## src/rtl/brr_pkg.sv

```systemverilog
package brr_pkg;
  typedef enum logic [1:0] {
    BK_NONE = 2'd0,
    BK_EQ   = 2'd1,
    BK_NE   = 2'd2,
    BK_GTZ  = 2'd3
  } br_kind_e;
endpackage

```

## src/rtl/br_cond_eval.sv

```systemverilog
module br_cond_eval #(
  parameter int DW = 32
) (
  input  brr_pkg::br_kind_e kind_i,
  input  logic [DW-1:0]     opa_i,
  input  logic [DW-1:0]     opb_i,
  output logic              is_branch_o,
  output logic              taken_o
);
  import brr_pkg::*;

  logic ops_equal;
  logic opa_positive;

  assign ops_equal    = (opa_i == opb_i);
  // strictly positive: sign bit clear and not all zeros
  assign opa_positive = !opa_i[DW-1] && (|opa_i);

  always_comb begin
    is_branch_o = 1'b1;
    taken_o     = 1'b0;
    unique case (kind_i)
      BK_EQ:   taken_o = ops_equal;
      BK_NE:   taken_o = !ops_equal;
      BK_GTZ:  taken_o = opa_positive;
      default: is_branch_o = 1'b0;
    endcase
  end
endmodule

```

## src/rtl/br_target_calc.sv

```systemverilog
module br_target_calc #(
  parameter int AW    = 32,
  parameter int OW    = 16,
  parameter int SHIFT = 2
) (
  input  logic [AW-1:0] pc_inc_i,
  input  logic [OW-1:0] offset_i,
  output logic [AW-1:0] target_o
);
  localparam int EXT = AW - OW;

  logic [AW-1:0] offset_ext;
  logic [AW-1:0] byte_offset;

  generate
    if (EXT > 0) begin : g_extend
      assign offset_ext = {{EXT{offset_i[OW-1]}}, offset_i};
    end else begin : g_trunc
      assign offset_ext = offset_i[AW-1:0];
    end
  endgenerate

  assign byte_offset = offset_ext << SHIFT;
  assign target_o    = pc_inc_i + byte_offset;
endmodule

```

## src/rtl/br_event_counter.sv

```systemverilog
module br_event_counter #(
  parameter int CW = 16
) (
  input  logic          clk,
  input  logic          rst_n,
  input  logic          inc_i,
  output logic [CW-1:0] count_o
);
  localparam logic [CW-1:0] ONE = {{(CW-1){1'b0}}, 1'b1};

  always_ff @(posedge clk or negedge rst_n) begin
    if (!rst_n) begin
      count_o <= '0;
    end else if (inc_i) begin
      count_o <= count_o + ONE;
    end
  end
endmodule

```

## src/rtl/br_ifid_latch.sv

```systemverilog
module br_ifid_latch #(
  parameter int            IW       = 32,
  parameter int            AW       = 32,
  parameter logic [IW-1:0] NOP_WORD = '0
) (
  input  logic          clk,
  input  logic          rst_n,
  input  logic          hold_i,
  input  logic          flush_i,
  input  logic [IW-1:0] instr_i,
  input  logic [AW-1:0] pc_inc_i,
  output logic [IW-1:0] instr_o,
  output logic [AW-1:0] pc_inc_o
);
  always_ff @(posedge clk or negedge rst_n) begin
    if (!rst_n) begin
      instr_o  <= NOP_WORD;
      pc_inc_o <= '0;
    end else if (flush_i) begin
      instr_o  <= NOP_WORD;
      pc_inc_o <= '0;
    end else if (!hold_i) begin
      instr_o  <= instr_i;
      pc_inc_o <= pc_inc_i;
    end
  end
endmodule

```

## src/rtl/br_resolve_decode.sv

```systemverilog
module br_resolve_decode #(
  parameter int            AW       = 32,
  parameter int            DW       = 32,
  parameter int            OW       = 16,
  parameter int            IW       = 32,
  parameter int            CW       = 16,
  parameter int            SHIFT    = 2,
  parameter logic [IW-1:0] NOP_WORD = '0
) (
  input  logic          clk,
  input  logic          rst_n,
  input  logic          stall_i,
  input  logic [1:0]    id_kind_i,
  input  logic [DW-1:0] id_opa_i,
  input  logic [DW-1:0] id_opb_i,
  input  logic [OW-1:0] id_offset_i,
  input  logic [AW-1:0] id_pc_inc_i,
  input  logic [IW-1:0] fetch_instr_i,
  input  logic [AW-1:0] fetch_pc_inc_i,
  output logic          redirect_o,
  output logic [AW-1:0] target_o,
  output logic          flush_o,
  output logic [IW-1:0] ifid_instr_o,
  output logic [AW-1:0] ifid_pc_inc_o,
  output logic [CW-1:0] branch_count_o,
  output logic [CW-1:0] correct_count_o
);
  import brr_pkg::*;

  localparam int NCNT = 2;

  br_kind_e kind;
  logic     is_branch;
  logic     taken;
  logic     resolve;
  logic     mispredict;

  logic [NCNT-1:0]         cnt_inc;
  logic [NCNT-1:0][CW-1:0] cnt_val;

  assign kind = br_kind_e'(id_kind_i);

  br_cond_eval #(.DW(DW)) u_cond (
    .kind_i      (kind),
    .opa_i       (id_opa_i),
    .opb_i       (id_opb_i),
    .is_branch_o (is_branch),
    .taken_o     (taken)
  );

  br_target_calc #(.AW(AW), .OW(OW), .SHIFT(SHIFT)) u_tgt (
    .pc_inc_i (id_pc_inc_i),
    .offset_i (id_offset_i),
    .target_o (target_o)
  );

  // A branch is resolved only when its operands are ready (no stall).
  assign resolve    = is_branch && !stall_i;
  assign mispredict = resolve && taken;
  assign redirect_o = mispredict;
  assign flush_o    = mispredict;

  br_ifid_latch #(.IW(IW), .AW(AW), .NOP_WORD(NOP_WORD)) u_ifid (
    .clk      (clk),
    .rst_n    (rst_n),
    .hold_i   (stall_i),
    .flush_i  (mispredict),
    .instr_i  (fetch_instr_i),
    .pc_inc_i (fetch_pc_inc_i),
    .instr_o  (ifid_instr_o),
    .pc_inc_o (ifid_pc_inc_o)
  );

  // counter 0: every resolved branch; counter 1: resolved and not taken
  generate
    for (genvar k = 0; k < NCNT; k++) begin : g_cnt
      if (k == 0) begin : g_total
        assign cnt_inc[k] = resolve;
      end else begin : g_correct
        assign cnt_inc[k] = resolve && !taken;
      end
      br_event_counter #(.CW(CW)) u_cnt (
        .clk     (clk),
        .rst_n   (rst_n),
        .inc_i   (cnt_inc[k]),
        .count_o (cnt_val[k])
      );
    end
  endgenerate

  assign branch_count_o  = cnt_val[0];
  assign correct_count_o = cnt_val[1];
endmodule

```

## config.mk

```make
export PLATFORM = sky130hd
export DESIGN_NAME = br_resolve_decode
export DESIGN_NICKNAME = d
export VERILOG_FILES = /design/src/rtl/brr_pkg.sv /design/src/rtl/br_cond_eval.sv /design/src/rtl/br_target_calc.sv /design/src/rtl/br_event_counter.sv /design/src/rtl/br_ifid_latch.sv /design/src/rtl/br_resolve_decode.sv
export SDC_FILE = /design/constraint.sdc
export NUM_CORES = 1
export LEC_CHECK = 0
export BUFFER_PORTS_ARGS = -buffer_cell sky130_fd_sc_hd__buf_2
export CAP_MARGIN = 10
export CORE_MARGIN = 4
export CORE_UTILIZATION = 40
export CTS_CLUSTER_SIZE = 24
export DETAILED_ROUTE_END_ITERATION = 10
export PLACE_DENSITY = 0.75
export SETUP_SLACK_MARGIN = 0.4
export SYNTH_ARGS = -nofsm -noshare
export SYNTH_HDL_FRONTEND = slang
export SYNTH_SLANG_ARGS = --single-unit
```

## constraint.sdc

```tcl
create_clock -name clk -period 3.45 [get_ports clk]
set_input_delay 0.69 -clock clk [delete_from_list [all_inputs] [get_ports clk]]
set_output_delay 0.69 -clock clk [all_outputs]
set_load 0.005 [all_outputs]
```

==> impl_metrics.xml <==
<?xml version="1.0" encoding="UTF-8"?>
<metrics>
  <group name="outcome">
    <metric name="outcome" unit="">finished with violations</metric>
    <metric name="violations" unit="">negative setup slack</metric>
  </group>
  <group name="cts">
    <metric name="clkLatencyLatePin" unit="ns">0.34</metric>
    <metric name="cts_tree" unit="">built</metric>
    <metric name="cts_hold_buf" unit="">0</metric>
    <metric name="cts_root_buf" unit="">sky130_fd_sc_hd__clkbuf_16</metric>
    <metric name="path_clk_slew" unit="ns">0.07</metric>
    <metric name="cts-buffers-inserted" unit="">9</metric>
    <metric name="cts_num_sinks" unit="">96</metric>
    <metric name="cts_max_level" unit="">3</metric>
    <metric name="ctsLongestPathBuffers" unit="">2</metric>
  </group>
  <group name="drt">
    <metric name="detail_route.drc_violations" unit="">0</metric>
    <metric name="detail-route-antenna-nets" unit="">0</metric>
    <metric name="routed-via-count" unit="">6214</metric>
    <metric name="postRouteWirelength" unit="mm">19.5</metric>
    <metric name="wl_per_cell" unit="um">16.0</metric>
    <metric name="vias_per_cell" unit="">5.09</metric>
    <metric name="drt_iter0_drc" unit="">288</metric>
    <metric name="drtPass1Iterations" unit="">4</metric>
  </group>
  <group name="die">
    <metric name="start_util" unit="%">40.5</metric>
    <metric name="design.core.area" unit="mm^2">0.0145</metric>
    <metric name="die_height" unit="um">129</metric>
    <metric name="io_pins" unit="">311</metric>
    <metric name="num_rows" unit="">44</metric>
    <metric name="die_area" unit="mm^2">0.0167</metric>
    <metric name="die-width" unit="um">129</metric>
  </group>
  <group name="timing">
    <metric name="final.setup.worst_slack" unit="ns">-0.191</metric>
    <metric name="slew_headroom" unit="%">35.1</metric>
    <metric name="max_clock_freq" unit="MHz">275</metric>
    <metric name="worst_clock_skew" unit="ns">0.00651</metric>
    <metric name="setup_viol" unit="">9</metric>
    <metric name="hold_violations" unit="">0</metric>
    <metric name="fin_crit" unit="ns">3.64</metric>
    <metric name="grt_setup_unrepaired" unit="">true</metric>
    <metric name="worst_slew_pin_slew" unit="ns">0.973</metric>
    <metric name="slew_viol_final" unit="">0</metric>
    <metric name="finalCritPeriodShare" unit="%">106</metric>
  </group>
  <group name="synthesis">
    <metric name="synthesis.nets" unit="">880</metric>
    <metric name="synth_top_area_share" unit="%">40.9</metric>
    <metric name="yosys.area.top_type" unit="">sky130_fd_sc_hd__dfrtp_1</metric>
    <metric name="post_synth.cell_area_avg" unit="um^2">8.80</metric>
    <metric name="cells_taking_the_most_area_after_synthesis" unit="">sky130_fd_sc_hd__dfrtp_1 (41%), sky130_fd_sc_hd__xnor2_1 (11%), sky130_fd_sc_hd__nand2_1 (9.8%)</metric>
    <metric name="synth-async-reset-ratio" unit="%">100</metric>
    <metric name="synth-seq-area-share" unit="%">40.9</metric>
    <metric name="yosys.cell_types.count" unit="">54</metric>
    <metric name="synthesis.area" unit="mm^2">0.00587</metric>
    <metric name="synth-edff-count" unit="">0</metric>
    <metric name="synth-warning-count" unit="">0</metric>
    <metric name="synthesis.instances" unit="">667</metric>
    <metric name="ys_ff_latch" unit="">96</metric>
    <metric name="dominantRegCellSynth" unit="">sky130_fd_sc_hd__dfrtp_1</metric>
  </group>
  <group name="layout">
    <metric name="fill_cells" unit="">1259</metric>
    <metric name="drive_above_1_share" unit="%">44.8</metric>
    <metric name="antenna_cells_inserted" unit="">0</metric>
    <metric name="layout.nets" unit="">1244</metric>
    <metric name="layout-area-overhead-vs-synth" unit="%">52.2</metric>
  </group>
  <group name="critical_path">
    <metric name="reg2reg_depth" unit="">8</metric>
    <metric name="timing.critical_path.fanout_max" unit="">4</metric>
    <metric name="cp_slowest_stage_delay" unit="ns">0.47</metric>
    <metric name="setup.worst_path.class" unit="">input pin to output port</metric>
    <metric name="cp_cell_sequence" unit="">buf_6 &gt; ha_4 &gt; and4_1 &gt; and3_4 &gt; o311ai_4 &gt; a2111o_1 &gt; a31oi_4 &gt; o41ai_4 &gt; mux2i_1 &gt; a2111oi_2 &gt; buf_2</metric>
    <metric name="timing.rr.end" unit="">g_cnt[1].u_cnt.count_o[15]</metric>
    <metric name="worst_endpoint_data_arrival_time" unit="ns">2.95</metric>
    <metric name="critPathLaunchType" unit="">input pin</metric>
    <metric name="worst_setup_path_end_kind" unit="">output port</metric>
    <metric name="slowest_stage" unit="">sky130_fd_sc_hd__a2111o_1</metric>
    <metric name="reg2reg_slack" unit="ns">1.59</metric>
    <metric name="critPathRequiredTime" unit="ns">2.76</metric>
    <metric name="worst_r2r_startpoint" unit="">g_cnt[1].u_cnt.count_o[3]</metric>
  </group>
  <group name="job">
    <metric name="drv.max_cap_violation_count" unit="">0</metric>
  </group>
  <group name="power_and_ir_drop">
    <metric name="static-leakage-power" unit="nW">4.49</metric>
    <metric name="peak_ir_drop_on_the_vdd_network" unit="mV">0.264</metric>
    <metric name="total_power" unit="mW">3.64</metric>
    <metric name="pwr_density_cell" unit="mW/mm^2">407</metric>
  </group>
  <group name="grt">
    <metric name="overflow" unit="">0</metric>
    <metric name="grt.total_usage" unit="%">22.0</metric>
    <metric name="grt_max_degree" unit="">120</metric>
    <metric name="grt_antenna_before_repair" unit="">1</metric>
    <metric name="grt_pass1_wl" unit="mm">29.3</metric>
    <metric name="grt_pass1_vias" unit="">5980</metric>
  </group>
  <group name="placed_design">
    <metric name="portBuffers" unit="">306</metric>
    <metric name="dp_wirelength" unit="mm">14.9</metric>
    <metric name="place_worst_setup_slack" unit="ns">-0.245</metric>
    <metric name="gpl.final_weighted_congestion" unit="">0.938</metric>
  </group>
  <group name="hold_path">
    <metric name="hp-class" unit="">input pin to async pin</metric>
  </group>
</metrics>
## area by class of cell
class | instances | area (um^2) | share of cell area (%)
multi-input cells | 529 | 3710 | 41.5
flip-flops and latches | 96 | 2400 | 26.9
repair buffers | 379 | 2220 | 24.9
well taps | 184 | 230 | 2.58
clock buffers | 9 | 225 | 2.52
clock inverters | 7 | 88.8 | 0.994
inverters | 16 | 60.1 | 0.672
## repair_timing
action                     CTS  global route
resized for setup           52            21
setup buffers               16             7
pin swaps                   41            15
setup endpoints to repair   24            23
## where the power goes
group	total [mW]	switching (mW)	leakage, nW	internal, mW
registers	1.39	0.126	1.25	1.26
clock network	1.03	0.451	0.149	0.574
logic	1.23	0.600	3.09	0.626
## synthesized netlist by cell type (2+ instances only)
cell type / count
sky130_fd_sc_hd__nor3_1: 5
sky130_fd_sc_hd__a21boi_0: 3
sky130_fd_sc_hd__o21ai_0: 68
sky130_fd_sc_hd__o22ai_1: 2
sky130_fd_sc_hd__o41ai_2: 2
sky130_fd_sc_hd__inv_1: 16
sky130_fd_sc_hd__clkbuf_1: 17
sky130_fd_sc_hd__nor2_1: 28
sky130_fd_sc_hd__buf_2: 6
sky130_fd_sc_hd__o21ai_1: 10
sky130_fd_sc_hd__nand4_1: 21
sky130_fd_sc_hd__and3_1: 11
sky130_fd_sc_hd__and2_1: 5
sky130_fd_sc_hd__a31oi_1: 2
sky130_fd_sc_hd__nand2_1: 153
sky130_fd_sc_hd__xor2_1: 10
sky130_fd_sc_hd__o211ai_1: 3
sky130_fd_sc_hd__and4_1: 3
sky130_fd_sc_hd__a21oi_1: 26
sky130_fd_sc_hd__a21o_1: 7
sky130_fd_sc_hd__ha_1: 31
sky130_fd_sc_hd__mux2_2: 3
sky130_fd_sc_hd__nor4_1: 12
sky130_fd_sc_hd__o21bai_1: 2
sky130_fd_sc_hd__xnor2_1: 73
sky130_fd_sc_hd__mux2i_1: 2
sky130_fd_sc_hd__o21a_1: 6
sky130_fd_sc_hd__buf_4: 3
sky130_fd_sc_hd__dfrtp_1: 96
sky130_fd_sc_hd__nor3b_1: 2
sky130_fd_sc_hd__a211oi_1: 2
sky130_fd_sc_hd__nand3_1: 15
## flip-flops by register name (all words and copies together) (netlist names)
| signal | count |
|---|---|
| u_ifid.instr_o | 32 |
| u_ifid.pc_inc_o | 32 |
| g_cnt.u_cnt.count_o | 32 |
## worst max-delay path by stage
stage | to | startpoint | slack, ns
floorplan | target_o[31] | id_offset_i[1] | 0.14
global placement | target_o[31] | id_offset_i[1] | -0.24
detailed placement | target_o[31] | id_offset_i[1] | -0.25
CTS | target_o[28] | id_pc_inc_i[7] | -0.25
global route | target_o[30] | id_offset_i[0] | -0.29
finish | target_o[31] | id_offset_i[10] | -0.19
## critical path: cells and delay by family
kind,cells,cell delay [ns]
muxes,1,0.14
adders and majority gates,1,0.27
and+or+nand+nor,2,0.42
buffers and inverters,2,0.27
AOI/OAI and AO/OA,5,1.16
## cells in the final DEF (no fill, tap or decap), types with 3 or more instances in the layout
cell	netlist	layout
sky130_fd_sc_hd__dfrtp_1	96	96
sky130_fd_sc_hd__and4_1	3	3
sky130_fd_sc_hd__a21oi_2	0	3
sky130_fd_sc_hd__mux2_2	3	3
sky130_fd_sc_hd__o21ai_1	10	10
sky130_fd_sc_hd__buf_2	6	289
sky130_fd_sc_hd__nor2_1	28	25
sky130_fd_sc_hd__nor2_2	1	4
sky130_fd_sc_hd__nor4_1	12	10
sky130_fd_sc_hd__nand4_1	21	21
sky130_fd_sc_hd__and3_1	11	10
sky130_fd_sc_hd__xnor2_2	0	4
sky130_fd_sc_hd__o211ai_1	3	3
sky130_fd_sc_hd__o21ai_0	68	64
sky130_fd_sc_hd__nand3_1	15	14
sky130_fd_sc_hd__xor2_1	10	9
sky130_fd_sc_hd__inv_1	16	14
sky130_fd_sc_hd__buf_6	0	21
sky130_fd_sc_hd__ha_1	31	15
sky130_fd_sc_hd__ha_2	0	4
sky130_fd_sc_hd__nand2_1	153	151
sky130_fd_sc_hd__buf_4	3	66
sky130_fd_sc_hd__clkinv_4	0	3
sky130_fd_sc_hd__a21o_1	7	7
sky130_fd_sc_hd__and2_1	5	5
sky130_fd_sc_hd__clkbuf_16	0	9
sky130_fd_sc_hd__o41ai_2	2	3
sky130_fd_sc_hd__xnor2_1	73	69
sky130_fd_sc_hd__o21a_1	6	6
sky130_fd_sc_hd__ha_4	0	12
sky130_fd_sc_hd__nor3_1	5	5
sky130_fd_sc_hd__a31oi_4	0	3
sky130_fd_sc_hd__a21oi_1	26	22
## through the flow
| stage | TNS, ns | hold WS, ns | utilization [%] | instance area [um^2] | cells |
|---|---|---|---|---|---|
| after global placement | -0.976 | 0.457 | 55.6 | 8050 | 1181 |
| final | -0.738 | 0.332 | 61.7 | 8930 | 1220 |
| after CTS | -0.760 | 0.347 | 60.7 | 8780 | 1213 |
| after global routing | -2.07 | 0.383 | 61.7 | 8930 | 1220 |
| after detailed placement | -1.14 | 0.463 | 55.6 | 8050 | 1181 |
| after floorplan | 0 | 0.394 | - | 6000 | 667 |
## kinds of logic (layout without fill, tap and decap cells)
group,count (synthesis),in the layout,share of synthesized area [%]
XOR/XNOR,83,83,12.4
adder cells (fa/ha/maj),32,32,6.95
AND/OR/NAND/NOR,264,264,20.4
multiplexers,5,5,0.916
AO/OA/AOI/OAI,145,145,15.4
flip-flops,96,96,40.9
buffers and inverters,42,411,3.01
## layer usage
metal / routed length [um] / track usage, % / vias to the layer above / share of wire, %
met5: 13 / 0 / - / 0.067
met4: 525 / 8.15 / 2 / 2.7
met3: 1420 / 4.70 / 34 / 7.3
met2: 10300 / 40.1 / 222 / 53
met1: 7290 / 25.2 / 2902 / 37
li1: - / - / 3054 / -
Note: power is estimated with default switching activity, not from simulation.
